**src/rtl/hwlock_pkg.sv**
```systemverilog
`timescale 1ns/1ps
package hwlock_pkg;
    localparam int unsigned WORD_W      = 32;
    localparam int unsigned STATUS_OFF  = 'h010;
    localparam int unsigned LOCK_BASE   = 'h100;
    localparam int unsigned STATUS_BITS = 32;

    typedef enum logic [1:0] {
        ACC_NONE     = 2'd0,
        ACC_STATUS   = 2'd1,
        ACC_LOCK     = 2'd2,
        ACC_UNMAPPED = 2'd3
    } acc_kind_e;
endpackage

```
**src/rtl/hwlock_decode.sv**
```systemverilog
`timescale 1ns/1ps
module hwlock_decode
    import hwlock_pkg::*;
#(
    parameter int unsigned NUM_LOCKS = 32,
    parameter int unsigned ADDR_W    = 12,
    localparam int unsigned IDX_W    = $clog2(NUM_LOCKS)
) (
    input  logic              sel,
    input  logic [ADDR_W-1:0] addr,
    output acc_kind_e         kind,
    output logic [IDX_W-1:0]  idx
);
    logic [ADDR_W-1:0] offset;
    logic              aligned;
    logic              in_lock_range;

    assign offset        = addr - ADDR_W'(LOCK_BASE);
    assign aligned       = (addr[1:0] == 2'b00);
    assign in_lock_range = (addr >= ADDR_W'(LOCK_BASE)) &&
                           (offset[ADDR_W-1:2] < (ADDR_W-2)'(NUM_LOCKS));
    assign idx           = offset[IDX_W+1:2];

    always_comb begin
        if (!sel) begin
            kind = ACC_NONE;
        end else if (aligned && in_lock_range) begin
            kind = ACC_LOCK;
        end else if (addr == ADDR_W'(STATUS_OFF)) begin
            kind = ACC_STATUS;
        end else begin
            kind = ACC_UNMAPPED;
        end
    end
endmodule

```
**src/rtl/hwlock_resolve.sv**
```systemverilog
`timescale 1ns/1ps
module hwlock_resolve
    import hwlock_pkg::*;
#(
    parameter int unsigned NUM_LOCKS = 32,
    parameter int unsigned NUM_PORTS = 2,
    localparam int unsigned IDX_W    = $clog2(NUM_LOCKS)
) (
    input  logic [NUM_LOCKS-1:0] locks_q,
    input  acc_kind_e            kind    [NUM_PORTS],
    input  logic [IDX_W-1:0]     idx     [NUM_PORTS],
    input  logic [NUM_PORTS-1:0] rd,
    input  logic [NUM_PORTS-1:0] wr_zero,
    output logic [NUM_LOCKS-1:0] locks_d,
    output logic [NUM_PORTS-1:0] busy
);
    logic [NUM_LOCKS-1:0] release_mask;
    logic [NUM_LOCKS-1:0] work;

    always_comb begin
        release_mask = '0;
        for (int p = 0; p < int'(NUM_PORTS); p++) begin
            if (kind[p] == ACC_LOCK && wr_zero[p]) begin
                release_mask[idx[p]] = 1'b1;
            end
        end

        work = locks_q & ~release_mask;
        busy = '0;
        for (int p = 0; p < int'(NUM_PORTS); p++) begin
            if (kind[p] == ACC_LOCK && rd[p]) begin
                busy[p]      = work[idx[p]];
                work[idx[p]] = 1'b1;
            end
        end
        locks_d = work;
    end
endmodule

```
**src/rtl/hwlock_bank.sv**
```systemverilog
`timescale 1ns/1ps
module hwlock_bank
    import hwlock_pkg::*;
#(
    parameter int unsigned NUM_LOCKS = 32,
    parameter int unsigned NUM_PORTS = 2,
    parameter int unsigned ADDR_W    = 12,
    localparam int unsigned IDX_W    = $clog2(NUM_LOCKS),
    localparam int unsigned RD_W     = NUM_PORTS * WORD_W
) (
    input  logic                        clk,
    input  logic                        rst_n,
    input  logic [NUM_PORTS-1:0]        bus_sel,
    input  logic [NUM_PORTS-1:0]        bus_wr,
    input  logic [NUM_PORTS*ADDR_W-1:0] bus_addr,
    input  logic [NUM_PORTS*WORD_W-1:0] bus_wdata,
    output logic [NUM_PORTS*WORD_W-1:0] bus_rdata
);
    typedef struct packed {
        logic [NUM_LOCKS-1:0] locks;
        logic [RD_W-1:0]      rdata;
    } state_t;

    state_t state_d, state_q;

    acc_kind_e            kind [NUM_PORTS];
    logic [IDX_W-1:0]     idx  [NUM_PORTS];
    logic [NUM_PORTS-1:0] rd;
    logic [NUM_PORTS-1:0] wr_zero;
    logic [NUM_PORTS-1:0] busy;
    logic [NUM_LOCKS-1:0] locks_next;
    logic [NUM_LOCKS-1:0] locks_q;

    assign locks_q = state_q.locks;

    for (genvar p = 0; p < NUM_PORTS; p++) begin : g_port
        hwlock_decode #(
            .NUM_LOCKS (NUM_LOCKS),
            .ADDR_W    (ADDR_W)
        ) u_decode (
            .sel  (bus_sel[p]),
            .addr (bus_addr[p*ADDR_W +: ADDR_W]),
            .kind (kind[p]),
            .idx  (idx[p])
        );
        assign rd[p]      = bus_sel[p] & ~bus_wr[p];
        assign wr_zero[p] = bus_sel[p] & bus_wr[p] &
                            (bus_wdata[p*WORD_W +: WORD_W] == '0);
    end

    hwlock_resolve #(
        .NUM_LOCKS (NUM_LOCKS),
        .NUM_PORTS (NUM_PORTS)
    ) u_resolve (
        .locks_q (state_q.locks),
        .kind    (kind),
        .idx     (idx),
        .rd      (rd),
        .wr_zero (wr_zero),
        .locks_d (locks_next),
        .busy    (busy)
    );

    always_comb begin
        state_d       = state_q;
        state_d.locks = locks_next;
        for (int p = 0; p < int'(NUM_PORTS); p++) begin
            state_d.rdata[p*WORD_W +: WORD_W] = '0;
            if (rd[p]) begin
                case (kind[p])
                    ACC_STATUS: state_d.rdata[p*WORD_W +: WORD_W] =
                                    state_q.locks[STATUS_BITS-1:0];
                    ACC_LOCK:   state_d.rdata[p*WORD_W +: WORD_W] =
                                    {{(WORD_W-1){1'b0}}, busy[p]};
                    default:    state_d.rdata[p*WORD_W +: WORD_W] = '0;
                endcase
            end
        end
    end

    always_ff @(posedge clk) begin
        if (!rst_n) begin
            state_q <= '0;
        end else begin
            state_q <= state_d;
        end
    end

    assign bus_rdata = state_q.rdata;
endmodule

```
**config.mk**
```make
export PLATFORM = sky130hd
export DESIGN_NAME = hwlock_bank
export DESIGN_NICKNAME = d
export VERILOG_FILES = /design/src/rtl/hwlock_pkg.sv /design/src/rtl/hwlock_decode.sv /design/src/rtl/hwlock_resolve.sv /design/src/rtl/hwlock_bank.sv
export SDC_FILE = /design/constraint.sdc
export NUM_CORES = 1
export LEC_CHECK = 0
export ABC_AREA = 1
export CAP_MARGIN = 20
export CORE_MARGIN = 2
export CORE_UTILIZATION = 45
export CTS_CLUSTER_SIZE = 8
export DETAILED_ROUTE_END_ITERATION = 6
export DONT_BUFFER_PORTS = 1
export PLACE_DENSITY = 0.71
export SYNTH_ARGS = -nofsm -noshare
export SYNTH_HDL_FRONTEND = slang
export SYNTH_SLANG_ARGS = --single-unit
```
**constraint.sdc**
```tcl
create_clock -name clk -period 1.55 [get_ports clk]
set_input_delay 0 -clock clk [delete_from_list [all_inputs] [get_ports clk]]
set_output_delay 0 -clock clk [all_outputs]
set_load 0.1 [all_outputs]
```
; Word-level counts from Yosys, hierarchy flattened
; Cells that the tools add are included.
[totals]
in_bits = 94
output_inout_bits = 64
regBits = 96
[classes]
n_eq_ne = 6
add_sub_neg = 2
order_cmp = 8
bitwise_logic = 13
reduce_logical = 16
mux = 22
[ops]
columns = operator, count
row1 = two-way mux 32 bit, 4
row2 = one-hot mux 32 bit (2 select lines), 2
row3 = bitwise OR 32 bit, 3
row4 = logical NOT 32 bit, 2
row5 = bitwise AND 32 bit, 1
row6 = NOT 32 bit, 1
row7 = "== test 12 x 5 -> 1 bit, second input constant", 2
row8 = ">= comparator 12 x 9 -> 1 bit, second input constant", 2
row9 = "subtractor 12 x 9 -> 12 bit, second input constant", 2
row10 = "less-than comparator 10 x 6 -> 1 bit, second input constant", 2
row11 = "less-than comparator 5 x 6 -> 1 bit, second input constant", 2
row12 = two-way mux 2 bit, 6
row13 = binary-select mux 1 bit (select 5 bit), 2
row14 = demux 1 bit (select 5 bit), 2
row15 = ">= comparator 5 x 1 -> 1 bit, second input constant", 2
row16 = logical AND 1 bit, 10
row17 = bitwise AND 1 bit, 6
row18 = two-way mux 1 bit, 6
row19 = "== test 2 x 1 -> 1 bit, second input constant", 2
row20 = "== test 2 bit, second input constant", 2
row21 = logical NOT 2 bit, 2
row22 = AND reduction 2 bit, 2
row23 = NOT 1 bit, 2

; Depth between registers and ports, before layout
; Gate-level depths: netlist of run 1.
[logic_depth]
word_depth = 19
ltp_mapped = 17

; Cells and area by module
; From an unflattened synthesis of run 1, not the netlist that was laid out.
[unflattened]
cells_unflattened = 860
area_unflattened_um2 = 5561.6
[by_module_without_submodules]
columns = mod, seq_area_each_um2, cells_each, area_each_um2, instances
row1 = hwlock_bank, 1921.8, 349, 3288.2, 1
row2 = hwlock_resolve, 0.0, 471, 2055.7, 1
row3 = hwlock_decode, 0.0, 20, 108.9, 2

; Worst setup path after synthesis of run 1
; Ideal clock, no wire load.
[synth_timing]
path_kind = input to register
start = input bus_wdata[40]
end = register state_q, in the netlist bus_rdata[32]
path_slack_ns = 0.072
t_arrival_ns = 1.364
n_path_buf = 1
stages = 15
required_ns = 1.436
cell_sequence = nor2_1 nand2_1 nor2_1 nand2_1 nor2_1 clkbuf_1 nand4_1 nand3_1 o211ai_1 nand3_1 nand2_1 nand2_1 nor2_1 nand2_1 a21oi_2
[synth_between]
elab_chain_len = 12
[synth_rtl]
columns = element, line
row1 = start: declaration, hwlock_bank.sv:16  ; input logic [NUM_PORTS*WORD_W-1:0] bus_wdata,
row2 = logical NOT 32 bit (*), hwlock_bank.sv:48  ; (bus_wdata[p*WORD_W +: WORD_W] == '0);
row3 = bitwise AND 1 bit (*), hwlock_bank.sv:47  ; assign wr_zero[p] = bus_sel[p] & bus_wr[p] &
row4 = logical AND 1 bit (*), hwlock_resolve.sv:23  ; if (kind[p] == ACC_LOCK && wr_zero[p]) begin
row5 = two-way mux 32 bit (*), hwlock_resolve.sv:23
row6 = NOT 32 bit (*), hwlock_resolve.sv:28  ; work = locks_q & ~release_mask;
row7 = bitwise AND 32 bit (*), hwlock_resolve.sv:28
row8 = bitwise OR 32 bit (no source line), --
row9 = two-way mux 32 bit (*), hwlock_resolve.sv:31  ; if (kind[p] == ACC_LOCK && rd[p]) begin
row10 = binary-select mux 1 bit (select 5 bit) (*), hwlock_resolve.sv:32  ; busy[p] = work[idx[p]];
row11 = two-way mux 1 bit (implied by the code) (*), hwlock_resolve.sv:32
row12 = two-way mux 1 bit (*), hwlock_resolve.sv:31
row13 = one-hot mux 32 bit (2 select lines) (*), hwlock_bank.sv:70  ; case (kind[p])
row14 = end signal: assignment, hwlock_bank.sv:85  ; state_q <= state_d;
row15 = end: declaration, hwlock_bank.sv:24  ; state_t state_d, state_q;
; Every way passes the cells marked *; elsewhere a longest branch is shown, timed or not. The select of a mux whose other input is x is not followed.
; A chain may end at the register's enable or synchronous reset.

; Final worst setup path of run 1
[layout_timing]
start = input bus_addr[22]
end = register state_q, in the netlist locks_q[27]
[layout_between]
elab_chain_len = 15
word_cells_on_any_way = 19
classes_between = 1 x add/sub / 2 x order compare / 2 x eq/ne / 6 x mux / 4 x bitwise / 4 x reduce/logical
[layout_rtl]
columns = element, line
row1 = start: declaration, hwlock_bank.sv:15  ; input logic [NUM_PORTS*ADDR_W-1:0] bus_addr,
row2 = subtractor 12 x 9 -> 12 bit, hwlock_decode.sv:18  ; assign offset = addr - ADDR_W'(LOCK_BASE);
row3 = less-than comparator 10 x 6 -> 1 bit, hwlock_decode.sv:21  ; (offset[ADDR_W-1:2] < (ADDR_W-2)'(NUM_LOCKS));
row4 = logical AND 1 bit, hwlock_decode.sv:20  ; assign in_lock_range = (addr >= ADDR_W'(LOCK_BASE)) &&
row5 = logical AND 1 bit, hwlock_decode.sv:27  ; end else if (aligned && in_lock_range) begin
row6 = two-way mux 2 bit (*), hwlock_decode.sv:27
row7 = two-way mux 2 bit (*), hwlock_decode.sv:25  ; if (!sel) begin
row8 = == test 2 bit (*), "hwlock_resolve.sv:23, hwlock_resolve.sv:31"
row9 = logical AND 1 bit, hwlock_resolve.sv:23
row10 = two-way mux 32 bit, hwlock_resolve.sv:23
row11 = NOT 32 bit, hwlock_resolve.sv:28
row12 = bitwise AND 32 bit, hwlock_resolve.sv:28
row13 = bitwise OR 32 bit (no source line), --
row14 = two-way mux 32 bit, hwlock_resolve.sv:31
row15 = bitwise OR 32 bit (no source line), --
row16 = two-way mux 32 bit (*), hwlock_resolve.sv:31
; Every way passes the cells marked *; elsewhere a longest branch is shown, timed or not.

==> results.py, run 1 <==
metrics = {
    "global_routing": {
        "antenna_found_initial": 0,
        "grt_pass1_wl_mm": 26.7,
        "grtUsageTotal": 0.260,
        "grt_pass1_vias": 5261,
        "grt.overflow.total": 0,
        "grt_max_degree": 34,
    },
    "finish": {
        "drive_gt1_frac": 0.198,
        "final-seq-area_um2": 1920,
        "fill_cells": 1085,
        "final_area_um2": 6730,
        "diodes": 0,
        "syn_to_final_growth_pct": 25.8,
        "finalNetCount": 1002,
        "multiInputGateArea_um2": 2840,
    },
    "cts": {
        "htree_levels": 3,
        "worst_skew_pair.late_latency_ns": 0.34,
        "clk_pin_slew_worst_paths_ns": 0.07,
        "clockBufferDepth": 2,
        "tritoncts": "built",
        "cts-root-buf": "clkbuf_16",
        "numCtsBuffers": 9,
        "cts_sinks": 96,
    },
    "routing": {
        "drt-wirelength-per-cell_um": 15.7,
        "first_pass_iters": 7,
        "vias_per_cell": 5.52,
        "drt_iter0_drc": 846,
        "postRouteAntennaNets": 0,
        "wl_mm": 16.6,
        "vias": 5832,
        "drc": 6,
    },
    "logic_synthesis": {
        "synth_area_um2": 5350,
        "yosys.area.top_type": "dfxtp_1",
        "synthTopCellsByArea": "dfxtp_1 36%, nand3_1 12%, nand2_1 12%",
        "yosysSeqAreaShare": 0.359,
        "ys_ff_latch": 96,
        "ys_types": 32,
        "ys.warnings.count": 0,
        "netlist_instances": 821,
        "synth_top_area_share": 0.359,
        "avgSynthCellArea_um2": 6.52,
        "syn_nets": 915,
    },
    "setup_path": {
        "path_cells": "or2_1 -> nor2_1 -> nand2_1 -> nor2_4 -> buf_12 -> nand2_1 -> inv_2 -> nand2_1 -> nand3_1 -> nand2_1 -> dlygate4sd3_1 -> inv_1",
        "critPathKind": "in -> reg",
        "cp_slowest_stage_delay_ns": 0.55,
        "crit_path_start_kind": "primary input",
        "cp.required_ns": 1.84,
        "crit_path_frequent_cell": "nand2_1",
        "crit_arrival_ns": 1.76,
        "path_max_fanout": 17,
        "crit_slowest_cell": "dlygate4sd3_1",
        "cp-end-kind": "register",
    },
    "placement": {
        "pre_cts_ws_ns": -0.160,
        "port_buffers": 0,
        "placed_area_um2": 6300,
        "hpwl_mm": 11.8,
        "finalWeightedCongestion": 1.03,
    },
    "power_and_ir_drop": {
        "power_density_nw_per_um2": 802,
        "leakage_nw": 2.91,
        "peakVddDrop_uv": 548,
    },
    "sta": {
        "holdWs_ns": 0.0309,
        "final.setup.worst_slack_ns": 0.0886,
        "hold_violations": 0,
        "fmax_mhz": 684,
        "final_max_slew_viol_count": 0,
        "finalSetupViolCount": 0,
        "period_minus_slack_ns": 1.46,
        "timing.slew.headroom": 0.676,
        "post-route-period-util": 0.943,
        "clock_skew_ns": 0.00890,
        "setup-tns-final_ns": 0,
        "tightest_slew_ns": 0.486,
    },
    "floorplanning": {
        "start_util": 0.464,
        "design.portCount": 158,
        "core-area_um2": 11500,
        "die_area_um2": 12800,
        "die_x_um": 113,
        "rows": 39,
        "fp.dieH_um": 113,
    },
    "worst_hold_path": {
        "hp-class": "in -> reg",
    },
    "run_status": {
        "violations": "design-rule violations",
        "status": "finished with violations",
    },
    "flow_run": {
        "max_cap_viol_count": 0,
    },
}
-- through the flow --
stage	util	power, mW	cells
2_1_floorplan	-	2.77	821
3_3_place_gp	0.547	2.88	1035
3_5_place_dp	0.547	2.88	1035
4_1_cts	0.580	5.42	1054
5_1_grt	0.584	5.58	1056
6_report	0.584	5.40	1056
-- worst paths after layout --
kind                startpoint            end  slack, ns  cells after the start
setup / recovery  bus_addr[22]    locks_q[27]       0.09                     12
hold / removal       bus_wr[0]   bus_rdata[0]       0.03                      4
setup reg to reg    locks_q[3]  bus_rdata[32]       0.22                     10
hold reg to reg     locks_q[5]   bus_rdata[5]       0.48                      2
-- flip-flops by register name, summed over array words and instances, names as in the netlist --
register	cells
bus_rdata	64
locks_q	32
-- cells in the mapped netlist, drive strengths merged --
library cell,n
dfxtp,96
and2,1
nand4,40
nor4,2
or2,2
nor3,76
buf,27
o21bai,5
and3,1
nor3b,1
inv,112
o21ai,17
nand3,131
a21oi,3
clkbuf,11
nor2,117
o211ai,6
nand2,172
or4,1
-- cell type report --
type / instances / share of cell area
clock buffer: 10 / 0.0340
sequential: 96 / 0.286
inverter: 112 / 0.0625
clock inverter: 6 / 0.0167
tap: 143 / 0.0266
timing repair buffer: 114 / 0.153
multi-input combinational: 575 / 0.421
-- cell families after synthesis --
group                  count (synthesis)  share of synthesized area
AOI/OAI and AO/OA                     31                     0.0349
buffers and inverters                150                      0.114
DFF                                   96                      0.359
and+or+nand+nor                      544                      0.492
-- critical path, delay by kind of cell --
family	cells	cell delay [ns]
simple gates	8	0.87
buf+inv	4	0.88
-- power by group --
part           total (mW)  switching (mW)  internal, mW
Clock                2.54           0.953          1.59
Combinational       0.395           0.263         0.132
Sequential           2.47        0.000118          2.47
-- what timing repair did --
item,CTS,global route
endpoints found under the setup margin,0,1
hold endpoints to repair,33,0
gates resized for setup,0,3
setup buffers,0,1
hold buffers,3,0
-- metal layers --
layer | up-vias | GRT usage | part of all wire
met4 | 0 | 0.107 | 0.033
met3 | 52 | 0.0653 | 0.12
met1 | 2543 | 0.363 | 0.42
met5 | - | 0 | 0
met2 | 382 | 0.382 | 0.43
li1 | 2855 | - | -
-- cell usage in the layout, fill, tap and decap left out, drive strengths merged --
master	synthesis	routed
buf	27	111
dfxtp	96	96
or2	2	2
dlygate4sd3	0	2
inv	112	114
and2	1	1
and3	1	1
nor3	76	76
nor2	117	117
nand4	40	40
bufinv	0	3
a21oi	3	3
o211ai	6	6
or4	1	1
nor4	2	2
nand2	172	172
nor3b	1	1
o21ai	17	17
clkbuf	11	11
clkinv	0	1
nand3	131	131
o21bai	5	5
Power figures use the tool's default switching activity.
==> run 2, diff against run 1 <==
Settings changed: BUFFER_PORTS_ARGS set to -buffer_cell sky130_fd_sc_hd__buf_4, DONT_BUFFER_PORTS 1 to not set, PLACE_DENSITY 0.71 to 0.83, SLEW_MARGIN set to 20.
==> run 2 against run 1 <==
  * The flow finishes with violations (design-rule violations, negative setup slack)
  * Via count up 17%
  * Utilization up 13 points
  * Final cell count up 13%
  * First-iteration DRC count up 26%
  * Register-to-register slack worse by 0.05 ns
  * Sequential power about the same
  * Final area up 23%
  * Total power up 2.7%
  * Global-route usage up 3.9 points
  * Critical path depth up 2
  * Die area unchanged
  * Combinational power up 81%
  * Critical endpoint is now bus_rdata[32]
==> results.py, run 2 (synthesis gave the netlist of run 1 again) <==
metrics = {
    "setup_path": {
        "crit_path_start_kind": "primary input",
        "cp-startpoint": "bus_addr[8]",
        "critPathKind": "in -> reg",
        "crit_arrival_ns": 1.91,
        "cp.required_ns": 1.84,
        "path_max_fanout": 7,
        "regToRegStartpoint": "locks_q[3]",
        "r2r_end": "bus_rdata[32]",
        "r2r_slack_ns": 0.17,
        "r2r_cells": 10,
        "cp-end-kind": "register",
        "crit_end": "bus_rdata[32]",
    },
    "finish": {
        "final_area_um2": 8250,
        "final_common_cell": "buf_4",
        "largest_register_ffs": 64,
        "final-seq-area_um2": 1920,
        "diodes": 0,
        "most-common-layout-cells": "228 x buf_4, 155 x nand2_1, 103 x inv_1",
        "fin_util": 0.716,
        "drive_gt1_frac": 0.379,
        "fill_cells": 871,
        "multiInputGateArea_um2": 3210,
        "finalNetCount": 1142,
        "syn_to_final_growth_pct": 54.2,
    },
    "routing": {
        "drt-wirelength-per-cell_um": 17.6,
        "drc": 32,
        "drt_iter0_drc": 1065,
        "postRouteAntennaNets": 0,
        "first_pass_iters": 7,
        "vias_per_cell": 5.73,
        "vias": 6845,
        "wl_mm": 21.1,
    },
    "run_status": {
        "violations": "design-rule violations, negative setup slack",
        "status": "finished with violations",
    },
    "floorplanning": {
        "design.portCount": 158,
        "rows": 39,
        "fp.dieH_um": 113,
        "start_util": 0.464,
        "core-area_um2": 11500,
        "die_x_um": 113,
        "die_area_um2": 12800,
    },
    "sta": {
        "finalSetupViolCount": 2,
        "setup-tns-final_ns": -0.118,
        "holdWs_ns": 0.0632,
        "final.setup.worst_slack_ns": -0.0783,
        "tightest_slew_ns": 0.553,
        "hold_violations": 0,
        "clock_skew_ns": 0.0107,
        "period_minus_slack_ns": 1.63,
        "fmax_mhz": 614,
        "rsz0062_at_grt": "yes",
        "final_max_slew_viol_count": 0,
        "post-route-period-util": 1.05,
        "timing.slew.headroom": 0.631,
    },
    "global_routing": {
        "grtUsageTotal": 0.299,
        "antenna_found_initial": 0,
        "grt_max_degree": 34,
        "grt_pass1_vias": 6114,
        "grt.overflow.total": 0,
        "grt_pass1_wl_mm": 30.3,
    },
    "placement": {
        "hpwl_mm": 13.1,
        "port_buffers": 157,
        "placed_area_um2": 7330,
        "finalWeightedCongestion": 0.994,
    },
    "flow_run": {
        "max_cap_viol_count": 0,
    },
    "power_and_ir_drop": {
        "peakVddDrop_uv": 481,
        "leakage_nw": 3.72,
        "power_density_nw_per_um2": 672,
    },
    "cts": {
        "worst_skew_pair.late_latency_ns": 0.35,
        "cts_sinks": 96,
        "cts-root-buf": "clkbuf_16",
        "clk_pin_slew_worst_paths_ns": 0.07,
        "tritoncts": "built",
        "clockBufferDepth": 2,
        "htree_levels": 3,
        "numCtsBuffers": 9,
    },
    "worst_hold_path": {
        "hp-class": "in -> reg",
        "min_path_cells": 4,
    },
}
## run 2: cell count changes in the layout (fill, tap and decap cells not counted), sizes merged
cell / before / now
buf: 111 / 250
clkbuf: 11 / 14
clkinv: 1 / 3
dlygate4sd3: 2 / 0
inv: 114 / 112
bufinv: 3 / 2
## run 2: worst min-delay path by stage
stage / from / to / slack (ns)
2_1_floorplan: bus_wr[0] / bus_rdata[20] / 0.24
3_3_place_gp: rst_n / bus_rdata[0] / 0.43
6_report: rst_n / bus_rdata[0] / 0.06
3_5_place_dp: rst_n / bus_rdata[0] / 0.43
5_1_grt: rst_n / bus_rdata[0] / 0.09
4_1_cts: rst_n / bus_rdata[0] / 0.06
## run 2: power breakdown
part	switching (mW)	internal, mW	leakage [nW]	total, mW
combinational	0.385	0.330	2.79	0.715
clock	0.957	1.41	0.153	2.37
sequential	0.000133	2.47	0.773	2.47
## run 2: cell type report
cell class              instances  area share
flip-flops and latches         96       0.233
well taps                     143      0.0217
repair buffers                254       0.268
clock buffers                  10      0.0278
inverters                     112      0.0510
multi-input cells             575       0.389
clock inverters                 5      0.0100
## run 2: metrics by stage
stage | worst slack (ns) | instances | total power, mW
floorplan | 0.0723 | 821 | 2.77
global placement | -0.274 | 1166 | 3.14
detailed placement | -0.297 | 1166 | 3.15
CTS | 0.0702 | 1181 | 5.46
global route | -0.148 | 1195 | 5.69
finish | -0.0783 | 1195 | 5.55
## run 2: timing repair
action,CTS,global route
buffers inserted,0,8
hold buffers,0,0
resized for setup,0,103
setup endpoints to repair,0,2
## run 2: per-layer routing
layer / vias to the layer above / track usage / wire [µm]
li1: 3131 / - / -
met3: 177 / 0.0712 / 2900
met5: - / 0 / 0
met4: 0 / 0.147 / 1590
met2: 562 / 0.460 / 9110
met1: 2975 / 0.394 / 7460
## run 2: critical path, stage by stage
cell and delay, ns:
buf_4 0.12, o21ai_1 0.24, nand4_4 0.17, nor3_4 0.24, buf_6 0.15, clkbuf_16 0.14, nand2_1 0.08, nand3_1 0.12
nand2_1 0.07, o21bai_1 0.17, nand2_1 0.09, nor2_1 0.12, nand2_1 0.07, a21oi_2 0.12
